--- src/rtl/smt_pkg.sv ---
package smt_pkg;
  parameter int unsigned TX_W  = 8;
  parameter int unsigned KEEP_W = 4;

  typedef enum logic {
    SH_IDLE = 1'b0,
    SH_BUSY = 1'b1
  } sh_state_e;
endpackage

--- src/rtl/tx_hold.sv ---
module tx_hold #(
  parameter int unsigned DATA_W = 8,
  parameter int unsigned CNT_W  = 4
) (
  input  logic              clk,
  input  logic              rst,
  input  logic              act,
  input  logic              wr,
  input  logic [DATA_W-1:0] wr_data,
  input  logic [CNT_W-1:0]  wr_keep,
  input  logic              wr_trim_off,
  input  logic              take,
  output logic              full,
  output logic [DATA_W-1:0] hold_data,
  output logic              hold_armed,
  output logic [CNT_W-1:0]  hold_keep
);

  // Occupancy flag; a write in the same cycle as a take refills it.
  always_ff @(posedge clk) begin
    if (rst || !act) begin
      full <= 1'b0;
    end else if (wr) begin
      full <= 1'b1;
    end else if (take) begin
      full <= 1'b0;
    end
  end

  // Payload needs no reset: it is only read while full is set.
  always_ff @(posedge clk) begin
    if (act && wr) begin
      hold_data  <= wr_data;
      hold_armed <= ~wr_trim_off;
      hold_keep  <= wr_keep;
    end
  end

  a_r10_write_fills : assert property (@(posedge clk) disable iff (rst)
    (act && wr) |=> full);

endmodule

--- src/rtl/trim_prescaler.sv ---
module trim_prescaler #(
  parameter int unsigned DATA_W = 8,
  parameter int unsigned CNT_W  = 4
) (
  input  logic             clk,
  input  logic             rst,
  input  logic             act,
  input  logic             load,
  input  logic             load_armed,
  input  logic [CNT_W-1:0] load_keep,
  input  logic             step,
  output logic             blank,
  output logic             mask_q
);

  logic             armed_q;
  logic [CNT_W-1:0] keep_q;
  logic [CNT_W-1:0] cnt_q;
  logic             hit;

  assign hit   = armed_q && (cnt_q == keep_q);
  assign blank = mask_q || hit;

  always_ff @(posedge clk) begin
    if (rst || !act) begin
      armed_q <= 1'b0;
      keep_q  <= '0;
      cnt_q   <= '0;
      mask_q  <= 1'b0;
    end else if (load) begin
      armed_q <= load_armed;
      keep_q  <= load_keep;
      cnt_q   <= '0;
      mask_q  <= 1'b0;
    end else if (step && armed_q) begin
      if (blank) begin
        mask_q <= 1'b1;
      end else begin
        cnt_q <= cnt_q + CNT_W'(1);
      end
    end
  end

  // the count of sent bits never passes the word width.
  a_r5_count_bound : assert property (@(posedge clk) disable iff (rst)
    cnt_q <= CNT_W'(DATA_W));

  // the mask cannot survive a load.
  a_r7_load_clears : assert property (@(posedge clk) disable iff (rst)
    (act && load) |=> !mask_q);

endmodule

--- src/rtl/tx_shifter.sv ---
module tx_shifter
  import smt_pkg::*;
#(
  parameter int unsigned DATA_W = 8
) (
  input  logic              clk,
  input  logic              rst,
  input  logic              act,
  input  logic              tick,
  input  logic              hold_full,
  input  logic [DATA_W-1:0] hold_data,
  input  logic              blank,
  output logic              take,
  output logic              word_done,
  output logic              busy,
  output logic              sd,
  output logic              sc
);

  localparam int unsigned POS_W = (DATA_W > 1) ? $clog2(DATA_W) : 1;
  localparam logic [POS_W-1:0] LAST_POS = POS_W'(DATA_W - 1);

  sh_state_e         state;
  logic [DATA_W-1:0] shreg;
  logic [POS_W-1:0]  pos;

  assign busy      = (state == SH_BUSY);
  assign word_done = busy && tick && (pos == LAST_POS);
  assign take      = act && hold_full && (!busy || word_done);

  always_ff @(posedge clk) begin
    if (rst || !act) begin
      state <= SH_IDLE;
      shreg <= '0;
      pos   <= '0;
      sd    <= 1'b1;
      sc    <= 1'b1;
    end else begin
      sc <= 1'b1;
      if (busy && tick) begin
        sd    <= blank ? 1'b1 : shreg[DATA_W-1];
        sc    <= blank;
        shreg <= shreg << 1;
        pos   <= pos + POS_W'(1);
        if (word_done) begin
          state <= SH_IDLE;
        end
      end
      if (take) begin
        shreg <= hold_data;
        pos   <= '0;
        state <= SH_BUSY;
      end
    end
  end

  // a clock pulse only ever follows a tick.
  a_r1_pulse_after_tick : assert property (@(posedge clk) disable iff (rst)
    !sc |-> $past(tick));

  // an idle shifter never produces a clock pulse.
  a_r9_idle_quiet : assert property (@(posedge clk) disable iff (rst)
    (!busy && act) |=> sc);

endmodule

--- src/rtl/ser_mask_tx.sv ---
module ser_mask_tx #(
  parameter int unsigned DATA_W = smt_pkg::TX_W,
  parameter int unsigned CNT_W  = smt_pkg::KEEP_W
) (
  input  logic              clk,
  input  logic              rst,
  input  logic              halt,
  input  logic              wr_en,
  input  logic [DATA_W-1:0] wr_data,
  input  logic [CNT_W-1:0]  wr_keep,
  input  logic              wr_trim_off,
  input  logic              tick,
  input  logic              irq_en,
  output logic              ser_data,
  output logic              ser_clk,
  output logic              tx_irq,
  output logic              trim_active
);

  logic              act;
  logic              take;
  logic              word_done;
  logic              busy;
  logic              blank;
  logic              hold_full;
  logic [DATA_W-1:0] hold_data;
  logic              hold_armed;
  logic [CNT_W-1:0]  hold_keep;

  assign act = ~halt;

  tx_hold #(
    .DATA_W(DATA_W),
    .CNT_W (CNT_W)
  ) u_hold (
    .clk        (clk),
    .rst        (rst),
    .act        (act),
    .wr         (wr_en),
    .wr_data    (wr_data),
    .wr_keep    (wr_keep),
    .wr_trim_off(wr_trim_off),
    .take       (take),
    .full       (hold_full),
    .hold_data  (hold_data),
    .hold_armed (hold_armed),
    .hold_keep  (hold_keep)
  );

  trim_prescaler #(
    .DATA_W(DATA_W),
    .CNT_W (CNT_W)
  ) u_trim (
    .clk       (clk),
    .rst       (rst),
    .act       (act),
    .load      (take),
    .load_armed(hold_armed),
    .load_keep (hold_keep),
    .step      (busy && tick),
    .blank     (blank),
    .mask_q    (trim_active)
  );

  tx_shifter #(
    .DATA_W(DATA_W)
  ) u_shift (
    .clk      (clk),
    .rst      (rst),
    .act      (act),
    .tick     (tick),
    .hold_full(hold_full),
    .hold_data(hold_data),
    .blank    (blank),
    .take     (take),
    .word_done(word_done),
    .busy     (busy),
    .sd       (ser_data),
    .sc       (ser_clk)
  );

  // End of telegram: last bit out and nothing queued behind it.
  always_ff @(posedge clk) begin
    if (rst || halt) begin
      tx_irq <= 1'b0;
    end else begin
      tx_irq <= irq_en && word_done && !hold_full && !wr_en;
    end
  end

  a_r2_halt_idle : assert property (@(posedge clk) disable iff (rst)
    halt |=> (ser_data && ser_clk && !trim_active && !tx_irq));

  a_r5_mask_quiet : assert property (@(posedge clk) disable iff (rst)
    trim_active |-> (ser_clk && ser_data));

  a_r8_irq_gated : assert property (@(posedge clk) disable iff (rst)
    tx_irq |-> $past(irq_en));

  a_r8_irq_single : assert property (@(posedge clk) disable iff (rst)
    tx_irq |=> !tx_irq);

endmodule

--- config.mk ---
export PLATFORM = sky130hd
export DESIGN_NAME = ser_mask_tx
export DESIGN_NICKNAME = d
export VERILOG_FILES = /design/src/rtl/smt_pkg.sv /design/src/rtl/tx_hold.sv /design/src/rtl/trim_prescaler.sv /design/src/rtl/tx_shifter.sv /design/src/rtl/ser_mask_tx.sv
export SDC_FILE = /design/constraint.sdc
export NUM_CORES = 1
export LEC_CHECK = 0
export BUFFER_PORTS_ARGS = -buffer_cell sky130_fd_sc_hd__buf_4
export CAP_MARGIN = 20
export CORE_AREA = 5 5 59 61
export CTS_CLUSTER_DIAMETER = 80
export DETAILED_ROUTE_END_ITERATION = 6
export DIE_AREA = 0 0 64 66
export PLACE_DENSITY = 0.84
export SLEW_MARGIN = 20
export SYNTH_ARGS = -nofsm -noshare
export SYNTH_HDL_FRONTEND = slang
export SYNTH_HIERARCHICAL = 1
export SYNTH_SLANG_ARGS = --single-unit
--- constraint.sdc ---
create_clock -name clk -period 5.4 [get_ports clk]
set_input_delay 0.54 -clock clk [delete_from_list [all_inputs] [get_ports clk]]
set_output_delay 0.54 -clock clk [all_outputs]
set_load 0.1 [all_outputs]
### Word-level counts from Yosys, hierarchy flattened

Cells that the tools add are included.

* bitwise gates (word level): 4
* add/subtract/negate cells: 2
* equal/unequal tests: 2
* multiplexer cells: 8
* reductions and logical operators: 24

Operators by type and width (number)
* 2-to-1 mux 8 bit: 2
* logical AND 1 bit: 10
* 2-to-1 mux 1 bit: 6
* AND reduction 2 bit: 3
* nonzero test 2 bit: 3
* adder 4 x 1 -> 4 bit (second input constant): 1
* == test 4 bit: 1
* NOT 1 bit: 4
* OR reduction 2 bit: 2
* adder 3 x 1 -> 3 bit (second input constant): 1
* == test 3 bit (second input constant): 1
* logical NOT 1 bit: 3
* logical OR 1 bit: 3

* flip-flop bits (word level): 39

### Logic depth before layout (Yosys ltp)

Gate-level depths: netlist of the first run.

* word-level depth: 6
* depth in mapped cells: 9
* mapped depth without buffers: 7

### Cells and area by module

The synthesis of the first run kept the hierarchy.

Modules (own cells, without submodules)
* tx_shifter: area each 651.9 um2, times used 1, cells an instance 63, sequential area each 280.3 um2
* trim_prescaler: area each 475.5 um2, times used 1, cells an instance 46, sequential area each 200.2 um2
* tx_hold: area each 440.4 um2, times used 1, cells an instance 19, sequential area each 410.4 um2
* ser_mask_tx: area each 51.3 um2, times used 1, cells an instance 5, sequential area each 20.0 um2

### Worst setup path after synthesis of the first run

OpenSTA, ideal clock, no wires.

* path kind: register to register
* start point: reg u_shift.pos[0]
* end point: reg u_trim.cnt_q[2]
* data required time: 5.330 ns
* setup time: 0.070 ns
* cell stages (with the launch flop): 10
* period minus slack after synthesis: 1.949 ns
* arrival time: 1.880 ns
* path buffers: 2
* path slack: 3.451 ns
* path through: dfxtp_1 ha_1 ha_1 a21boi_4 or2_1 buf_6 inv_6 clkbuf_1 or2_2 a21oi_1

* word-level cells in the longest chain between the ends: 5

RTL lines
* start: declaration: line tx_shifter.sv:25 `logic [POS_W-1:0] pos;`
* start signal: assignment: line tx_shifter.sv:44 `pos <= pos + POS_W'(1);`
* == test 3 bit: line tx_shifter.sv:28 `assign word_done = busy && tick && (pos == LAST_POS);`
* logical AND 1 bit: line tx_shifter.sv:28
* logical OR 1 bit: line tx_shifter.sv:29 `assign take = act && hold_full && (!busy || word_done);`
* logical AND 1 bit: line tx_shifter.sv:29
* via take: line ser_mask_tx.sv:21 `logic take;`
* OR reduction 2 bit (no line)
* end signal: assignment: line trim_prescaler.sv:39 `cnt_q <= cnt_q + CNT_W'(1);`
* end: declaration: line trim_prescaler.sv:18 `logic [CNT_W-1:0] cnt_q;`

The timed path passes the listed nets, and every way through them passes these cells.
A chain may end at the register's enable or synchronous reset.

### Worst setup path after layout of the first run

* start point: reg u_shift.pos[0]
* end point: reg u_trim.cnt_q[3]

Same word-level chain as after synthesis.

==> impl_metrics.ini, run 1 <==
[grt]
antenna_found_initial = 0
grtUsageTotal_pct = 14.2
grt_overflow = 0
grt_max_degree = 14
grt_pass1_wl_um = 4640
grt_pass1_vias = 1053

[clocking]
cts_sinks = 39
cts_max_level = 2
post-cts-setup-buffers = 0
cts_tree = done
clk_pin_slew_ps = 120
root_buffer = clkbuf_4
cts_made_buffers = 5
holdBufCountCts = 0
post_cts_resized = 0
insertion_delay_ps = 340
cts_buffer_depth = 2

[power]
comb_power_share_pct = 5.0
netSwitchingFraction_pct = 19.5
clkPwrFrac_pct = 41.1
p_int_uw = 471
p_seq_share_pct = 53.9
vdd_drop_max_uv = 296
p_total_uw = 585
switching_power_uw = 114
leakagePower_nw = 0.821
powerDensity_nw_per_um2 = 308

[timing]
worstMarginPinSlew_ps = 636
slew_violations = 0
min_period_ps = 2090
fmax_mhz = 479
finClkSkew_ps = 7.11
rsz0062_at_grt = no
relSlewSlack_pct = 57.5
whs_ps = 357
final.setup.tns_ps = 0
setup_viol = 0
hold_viol = 0
final.period_utilization_pct = 38.6

[place]
dp_cells = 184
hpwl_um = 1950
numPortBuffers = 22
gp_congestion = 0.766

[critical_path]
worstPathMaxFanout = 10
cp_cell_sequence = ha_1, ha_1, a21boi_4, or2_1, inv_6, or2_2, a21oi_1
crit_family = simple AND/OR/NAND/NOR gates
crit_top_cell = ha_1
end_kind = register
crit_required_ps = 5690
slowest_stage = or2_1
start_kind = register
arrival_ps = 2370
path_class = reg2reg
timing.critical_path.buf_inv = 1
cp_slowest_stage_delay_ps = 390

[finish]
antenna-diode-count = 0
finalNetCount = 180
post-route-util_pct = 65.0
fillers = 214
layout-drive-gt1-share_pct = 25.8
fin_cells = 192
syn2layout_area_growth_pct = 17.5
multi_input_area_sq_um = 658
ff_latch_area_sq_um = 911

[flow_run]
cap_violations = 0

[logic_synthesis]
syn_area_sq_um = 1620
seq_area_frac_synth_pct = 56.3
synth_flop_cell = dfxtp_1
synthArstFlopShare_pct = 0
yosys.area.top_type = dfxtp_1
synth_nets = 155
syn_area_per_cell_sq_um = 12.2
yosysWarnings = 6
synth_cell_types = 36
yosys-top-cells-area = dfxtp_1 (32%), edfxtp_1 (24%), mux2i_1 (9.3%)
synthCells = 133
yosys.area.top_type_share_pct = 32.1
ys_ff_latch = 39
synth-edff-count = 13

[floorplan]
core-area_sq_um = 2930
initial_core_util_pct = 55.3
die_w_um = 64
die_y_um = 66
rows = 20
ioPinCount = 23
fp.dieArea_sq_um = 4220

[routing]
detail_route.first_pass.iterations = 4
wl_per_cell_um = 13.5
wirelength_um = 2590
via_per_inst = 5.40
dr_total_vias = 1037
drt-initial-drc-count = 28
drc_errors = 0
ant_nets = 0

[worst_hold_path]
holdCritPathClass = in2reg

[run_status]
outcome = finished clean
[cell usage after synthesis, types with 4 or more instances]
master and number:
nor2_1 10, a21oi_1 10, o31ai_1 7, o21ai_0 4, edfxtp_1 13, nor3_2 4, inv_1 4, mux2i_1 15
dfxtp_1 26, xor2_1 4
[metal layers]
layer  GRT usage (%)  share of wire [%]  vias up  wire length [um]
li1                -                  -      526                 -
met1            16.8                 45      477              1170
met2            23.6                 47       30              1230
met3            5.27                6.1        4               158
met4            4.68                1.3        0                33
met5               0                  0        -                 0
[state kept, by name, indices dropped and copies added, names as in the netlist]
register and count:
u_trim/mask_q 1, tx_irq 1, u_trim/armed_q 1, u_hold/hold_data 8, u_hold/hold_keep 4, u_shift/shreg 8, u_trim/cnt_q 4, u_hold/full 1
u_shift/busy 1, u_trim/keep_q 4, u_shift/pos 3, u_hold/hold_armed 1, u_shift/sc 1, u_shift/sd 1
[power groups by stage]
stage	registers (mW)	logic (mW)	clock network [mW]
6_report	0.316	0.0294	0.240
5_1_grt	0.317	0.0330	0.260
4_1_cts	0.316	0.0296	0.245
3_5_place_dp	0.322	0.0295	0
3_3_place_gp	0.322	0.0282	0
2_1_floorplan	0.322	0.0155	0
[cells in the final DEF, fill, tap and decap left out, drive strengths merged, types with 2 or more instances in the layout]
| master | instances |
|---|---|
| dfxtp | 26 |
| buf | 22 |
| mux2i | 15 |
| edfxtp | 13 |
| nor2 | 10 |
| a21oi | 10 |
| o31ai | 7 |
| inv | 6 |
| xor2 | 6 |
| clkbuf | 5 |
| nor3 | 5 |
| o21ai | 4 |
| nand2 | 3 |
| or3 | 3 |
| ha | 3 |
| and2 | 2 |
| bufinv | 2 |
| nor2b | 2 |
| nand2b | 2 |
| or2 | 2 |
[area by class of cell]
class	instances	area share [%]
Inverter	5	1.25
Clock inverter	3	3.48
Tap cell	33	2.17
Sequential cell	39	47.9
Timing Repair Buffer	22	8.68
Multi-Input combinational cell	85	34.6
Clock buffer	5	1.97
[stage by stage]
stage | worst slack [ps] | cell area [sq um]
global placement | 3420 | 1800
global route | 3130 | 1900
floorplan | 3450 | 1620
finish | 3310 | 1900
detailed placement | 3340 | 1800
CTS | 3310 | 1900
[path summary, 6_finish.rpt]
kind | start | endpoint | slack, ps | depth (start not counted)
setup / recovery | u_shift/pos[0]$_SDFFE_PP0P_ | u_trim/cnt_q[3]$_SDFFE_PP0P_ | 3310 | 7
setup reg to reg | u_shift/pos[0]$_SDFFE_PP0P_ | u_trim/cnt_q[3]$_SDFFE_PP0P_ | 3310 | 7
hold / removal | halt | tx_irq$_SDFF_PP0_ | 360 | 2
hold reg to reg | u_shift/shreg[0]$_SDFFE_PP0P_ | u_shift/shreg[0]$_SDFFE_PP0P_ | 500 | 2
[cells by family after synthesis]
family	after synthesis	share of synthesized area (%)
AO/OA/AOI/OAI	27	12.4
XOR/XNOR	6	4.17
AND/OR/NAND/NOR	34	12.4
multiplexers	15	9.27
flip-flops	39	56.3
buffers and inverters	9	3.09
adder cells (fa/ha/maj)	3	2.32
No activity file was read; power rests on OpenSTA's default activity.
==> run 2, diff against run 1 <==
Settings changed: ABC_AREA from default to 1, CORE_AREA 5 5 59 61 to 5 5 65 67, DIE_AREA 0 0 64 66 to 0 0 70 72, PLACE_DENSITY 0.84 to 0.76.
Clock period 5.4 ns to 1.8 ns, I/O delays scaled along.
==> run 2 against run 1 <==
Clock power grew 85%. Power grew to 2.6 times the previous value. Design area grew 10%. Largest cell class unchanged. Combinational power grew to 3.9 times the previous value. Register-to-register slack lost 3100 ps. Hold slack lost 270 ps. Area after synthesis grew 4.4%. Largest power group unchanged. Count of clock-buffer cells in the layout is the same. Global-route usage shrank 0.48 points. Final cell count grew 53%. Die area grew 19%. Maximum frequency grew 31%.
==> impl_metrics.ini, run 2 <==
[flow_run]
cap_violations = 0

[logic_synthesis]
synth-edff-count = 13
yosys.area.top_type_share_pct = 30.8
synthArstFlopShare_pct = 0
syn_area_per_cell_sq_um = 8.29
yosys.area.top_type = dfxtp_1
syn_area_sq_um = 1690
yosysWarnings = 6
synth_common_cells = nand2_1 (57), inv_1 (32), dfxtp_1 (26)
synthCells = 204
seq_area_frac_synth_pct = 53.9
synth_compound_area_share_pct = 8.14
synth-xor-area-share_pct = 1.55
synth_top_family_by_area = simple AND/OR/NAND/NOR gates
yosys-top-cells-area = dfxtp_1 (31%), edfxtp_1 (23%), nand2_1 (13%)
synth_cell_types = 21
synth_nets = 226
synth_adder_area_share_pct = 2.22
synth_flop_cell = dfxtp_1
muxShareOfSynthArea_pct = 0
ys_ff_latch = 39
yosys.area_share.simple_pct = 25.5
yosysMostFrequentCell = nand2_1

[critical_path]
r2r_cells = 9
start_kind = register
regToRegSetupSlack_ps = 210
path_class = reg2reg
crit_required_ps = 2080
worstReg2RegStart = u_shift/pos[0]$_SDFFE_PP0P_
arrival_ps = 1870
end_kind = register
worstPathMaxFanout = 9
r2r-end = u_trim/cnt_q[3]$_SDFFE_PP0P_

[worst_hold_path]
holdCritPathClass = in2reg
hold_end = u_hold/hold_armed$_DFFE_PP_
min_path_cells = 2
min_from = wr_trim_off

[floorplan]
initial_core_util_pct = 47.2
die_w_um = 70
ioPinCount = 23
fp.dieArea_sq_um = 5040
die_y_um = 72
rows = 22
core-area_sq_um = 3580

[place]
numPortBuffers = 22
gp_congestion = 0.807
hpwl_um = 2190

[clocking]
cts_sinks = 39
cts_buffer_depth = 2
cts_tree = done
root_buffer = clkbuf_4
clk_pin_slew_ps = 120
cts_made_buffers = 5
insertion_delay_ps = 340
cts_max_level = 2

[timing]
finClkSkew_ps = 3.39
slew_violations = 0
worstMarginPinSlew_ps = 472
min_period_ps = 1590
fmax_mhz = 629
relSlewSlack_pct = 68.5
setup_viol = 0
final.setup.tns_ps = 0
hold_viol = 0
rsz0062_at_grt = no
final.period_utilization_pct = 88.3

[routing]
via_per_inst = 4.62
dr_total_vias = 1357
drt-initial-drc-count = 92
detail_route.first_pass.iterations = 4
ant_nets = 0
wl_per_cell_um = 10.6
drc_errors = 0
wirelength_um = 3130

[grt]
grt_max_degree = 17
grt_pass1_vias = 1270
grt_overflow = 0
grtUsageTotal_pct = 13.7
antenna_found_initial = 0
grt_pass1_wl_um = 5550

[finish]
finalNetCount = 267
fillers = 325
antenna-diode-count = 0
post-route-util_pct = 58.6
ff_latch_area_sq_um = 911
top_regs = u_hold/hold_data: 8 flops, u_shift/shreg: 8 flops
layout-drive-gt1-share_pct = 18.3
mostFrequentLayoutCells = nand2_1 (57), inv_1 (31), dfxtp_1 (26)
multi_input_area_sq_um = 637
syn2layout_area_growth_pct = 24.1
mostFrequentLayoutCell = nand2_1

[run_status]
outcome = finished clean

[power]
powerDensity_nw_per_um2 = 717
vdd_drop_max_uv = 464
leakagePower_nw = 0.914
## run 2: changes by cell type in the layout (fill, tap and decap cells not counted), moves of 4 or more
cell,change
nand2_1,+54
inv_1,+27
nand3_1,+16
mux2i_1,-15
dlygate4sd3_1,+12
a21oi_1,+9
o31ai_1,-7
nor3_2,-4
## run 2: layout make-up
| class | instances | share of cell area [%] |
|---|---|---|
| Sequential cell | 39 | 43.4 |
| Multi-Input combinational cell | 128 | 30.4 |
| Timing Repair Buffer | 36 | 14.3 |
| Inverter | 35 | 6.26 |
| Tap cell | 48 | 2.86 |
| Clock buffer | 5 | 1.79 |
| Clock inverter | 3 | 0.955 |
## run 2: through the flow
step | worst slack, ps | total power [mW] | std cells | area, sq um | hold WS (ps)
2_1_floorplan | 202 | 1.01 | 204 | 1690 | 279
3_3_place_gp | 268 | 1.06 | 274 | 1910 | 358
3_5_place_dp | 161 | 1.06 | 274 | 1910 | 359
4_1_cts | 148 | 1.52 | 294 | 2090 | 64.6
5_1_grt | 35.7 | 1.58 | 294 | 2100 | 61.0
6_report | 210 | 1.50 | 294 | 2100 | 83.3
## run 2: routing by layer
metal / routed length (um) / part of all wire, % / GRT usage, % / up-vias
met3: 154 / 4.9 / 3.32 / 6
met2: 1400 / 45 / 21.3 / 33
met5: 0 / 0 / 0 / -
li1: - / - / - / 729
met1: 1500 / 48 / 16.9 / 589
met4: 64 / 2.0 / 9.15 / 0
## run 2: repair_timing
item,CTS,global route
gates resized for setup,0,2
buffers inserted,0,0
hold endpoints to repair,12,0
endpoints found under the setup margin,0,4
hold buffers,12,0
## run 2: critical path, cell delays in order, from the launching register on
cell	delay, ps
dfxtp_1	340
ha_1	210
ha_1	200
nand3_2	110
nand2_4	90
nand2_4	70
inv_1	90
nor2_1	180
inv_1	110
a21oi_1	140
## run 2: cells by family after synthesis
group | Yosys count
compound gates | 26
xor+xnor | 3
fa+ha+maj | 3
buf+inv | 37
flops | 39
simple gates | 96
## run 2: worst max path at each step
stage,cells past startpoint,endpoint,slack [ps],startpoint
2_1_floorplan,5,u_trim/cnt_q[1]$_SDFFE_PP0P_,200,u_trim/mask_q$_SDFFE_PP0P_
3_3_place_gp,9,u_trim/keep_q[3]$_SDFFE_PP0P_,270,u_shift/pos[0]$_SDFFE_PP0P_
3_5_place_dp,9,u_trim/keep_q[3]$_SDFFE_PP0P_,160,u_shift/pos[0]$_SDFFE_PP0P_
4_1_cts,9,u_trim/keep_q[3]$_SDFFE_PP0P_,150,u_shift/pos[0]$_SDFFE_PP0P_
5_1_grt,9,u_trim/keep_q[1]$_SDFFE_PP0P_,40,u_shift/pos[1]$_SDFFE_PP0P_
6_report,9,u_trim/cnt_q[3]$_SDFFE_PP0P_,210,u_shift/pos[0]$_SDFFE_PP0P_
## run 2: where the power goes
part	internal, mW	leakage [nW]	switching, mW
registers	0.937	0.332	0.00809
logic	0.0587	0.555	0.0567
clock network	0.149	0.0272	0.294
total	1.14	0.914	0.359
==> run 3, diff against run 2 <==
Settings changed: PLACE_DENSITY 0.76 to 0.74.
==> run 3 against run 2 <==
Hold slack worse by 5.3 ps. Register-to-register slack is essentially flat. Sequential share of layout area shrank 0.44 points. Via count down 1.9%. Clock power grew 28%. Combinational power about the same. First-iteration DRC count increased by 2.2%. Critical path depth unchanged. Worst setup slack better by 8.0 ps. Count of clock-buffer cells in the layout up 1. Routed wire length shrank 3.2%. Core utilization increased by 0.59 points. Critical path type unchanged. Highest routed layer unchanged.
==> impl_metrics.ini, run 3 (same netlist as run 2, synthesis figures left out) <==
[routing]
ant_nets = 0
drt-initial-drc-count = 94
detail_route.first_pass.iterations = 4
drc_errors = 0
wirelength_um = 3030
dr_total_vias = 1331
via_per_inst = 4.53
wl_per_cell_um = 10.3

[clocking]
cts_sinks = 39
cts_tree = done
insertion_delay_ps = 340
cts_buffer_depth = 2
root_buffer = clkbuf_4
cts_max_level = 2
clk_pin_slew_ps = 110
cts_made_buffers = 5

[critical_path]
cp_cell_sequence = ha_1, ha_1, nand3_2, nand2_4, nand2_4, inv_1, inv_1, o21ai_0, a21oi_1
r2r-end = u_trim/keep_q[3]$_SDFFE_PP0P_
crit_path_end = u_trim/keep_q[3]$_SDFFE_PP0P_
arrival_ps = 1820
cp_slowest_stage_delay_ps = 370
r2r_cells = 9
start_kind = register
crit_family = flip-flops
timing.critical_path.buf_inv = 2
crit_start = u_shift/pos[0]$_SDFFE_PP0P_
end_kind = register
worstReg2RegStart = u_shift/pos[0]$_SDFFE_PP0P_
worstPathMaxFanout = 9
slowest_stage = dfxtp_1
crit_required_ps = 2040
regToRegSetupSlack_ps = 220
path_class = reg2reg
path_depth = 9

[timing]
min_period_ps = 1580
finClkSkew_ps = 7.24
worstMarginPinSlew_ps = 462
final.period_utilization_pct = 87.9
hold_viol = 0
layout_setup_ws_ps = 218
whs_ps = 78.0
fmax_mhz = 632
final.setup.tns_ps = 0
setup_viol = 0
slew_violations = 0
relSlewSlack_pct = 69.2

[grt]
grt_max_degree = 16
grt_pass1_vias = 1225
antenna_found_initial = 0
grt_overflow = 0
grt_pass1_wl_um = 5330
grtUsageTotal_pct = 13.6

[run_status]
outcome = finished clean

[place]
gp_congestion = 0.811
numPortBuffers = 22
hpwl_um = 2060
dp_cells = 274
post-place-ws_ps = 192

[finish]
layout-drive-gt1-share_pct = 17.5
syn2layout_area_growth_pct = 25.3
mostFrequentLayoutCell = nand2_1
antenna-diode-count = 0
finalNetCount = 267
fin_cells = 294
top_regs = u_hold/hold_data: 8 flops, u_shift/shreg: 8 flops
mostFrequentLayoutCells = nand2_1 (57), inv_1 (32), dfxtp_1 (26)

[floorplan]
initial_core_util_pct = 47.2
ioPinCount = 23
rows = 22
core-area_sq_um = 3580
die_w_um = 70
fp.dieArea_sq_um = 5040
die_y_um = 72

[power]
vdd_drop_max_uv = 561
leakagePower_nw = 0.926
p_total_mw = 1.63
powerDensity_nw_per_um2 = 769

[worst_hold_path]
holdCritPathClass = in2reg

[flow_run]
cap_violations = 0
run 3: area by class of cell:
cell class	count	area, sq um
clock buffer	6	41.3
multi-input combinational	128	637
clock inverter	2	37.5
timing repair buffer	36	300
fill	316	1460
tap	48	60.1
inverter	35	131
sequential	39	911
run 3: timing repair:
item,CTS,global route
setup endpoints to repair,0,3
hold endpoints to repair,12,0
hold buffers,12,0
gates resized for setup,0,1
buffers inserted,0,0
run 3: report_power, final:
part / leakage (nW) / internal [mW] / switching, mW / total, mW
logic: 0.555 / 0.0587 / 0.0567 / 0.115
registers: 0.332 / 0.936 / 0.00774 / 0.944
clock network: 0.0385 / 0.293 / 0.276 / 0.569
run 3: layer usage:
| metal | GRT usage, % | part of all wire [%] | vias up |
|---|---|---|---|
| met5 | 0 | 0 | - |
| met4 | 7.66 | 2.1 | 0 |
| met3 | 4.71 | 6.4 | 4 |
| met2 | 21.4 | 46 | 36 |
| met1 | 16.3 | 45 | 563 |
| li1 | - | - | 728 |
run 3: how the worst min path moves through the flow:
stage	slack (ps)	cells after the start	startpoint	endpoint
3_5_place_dp	360	1	wr_data[0]	u_hold/hold_data[0]$_DFFE_PP_
6_report	80	2	wr_trim_off	u_hold/hold_armed$_DFFE_PP_
5_1_grt	50	2	wr_trim_off	u_hold/hold_armed$_DFFE_PP_
4_1_cts	60	2	wr_trim_off	u_hold/hold_armed$_DFFE_PP_
3_3_place_gp	360	1	wr_keep[3]	u_hold/hold_keep[3]$_DFFE_PP_
2_1_floorplan	280	0	wr_data[0]	u_hold/hold_data[0]$_DFFE_PP_
run 3: stage by stage:
step                      util [%]  cell area (sq um)
after global placement        53.5               1910
after detailed placement      53.5               1910
after floorplan                  -               1690
after global routing          59.2               2120
final                         59.2               2120
after CTS                     59.1               2110
run 3: worst reg2reg max path: stages, from the launching register on:
cell and delay (ps):
dfxtp_1 370, ha_1 160, ha_1 150, nand3_2 100, nand2_4 130, nand2_4 60
inv_1 130, inv_1 140, o21ai_0 190, a21oi_1 50
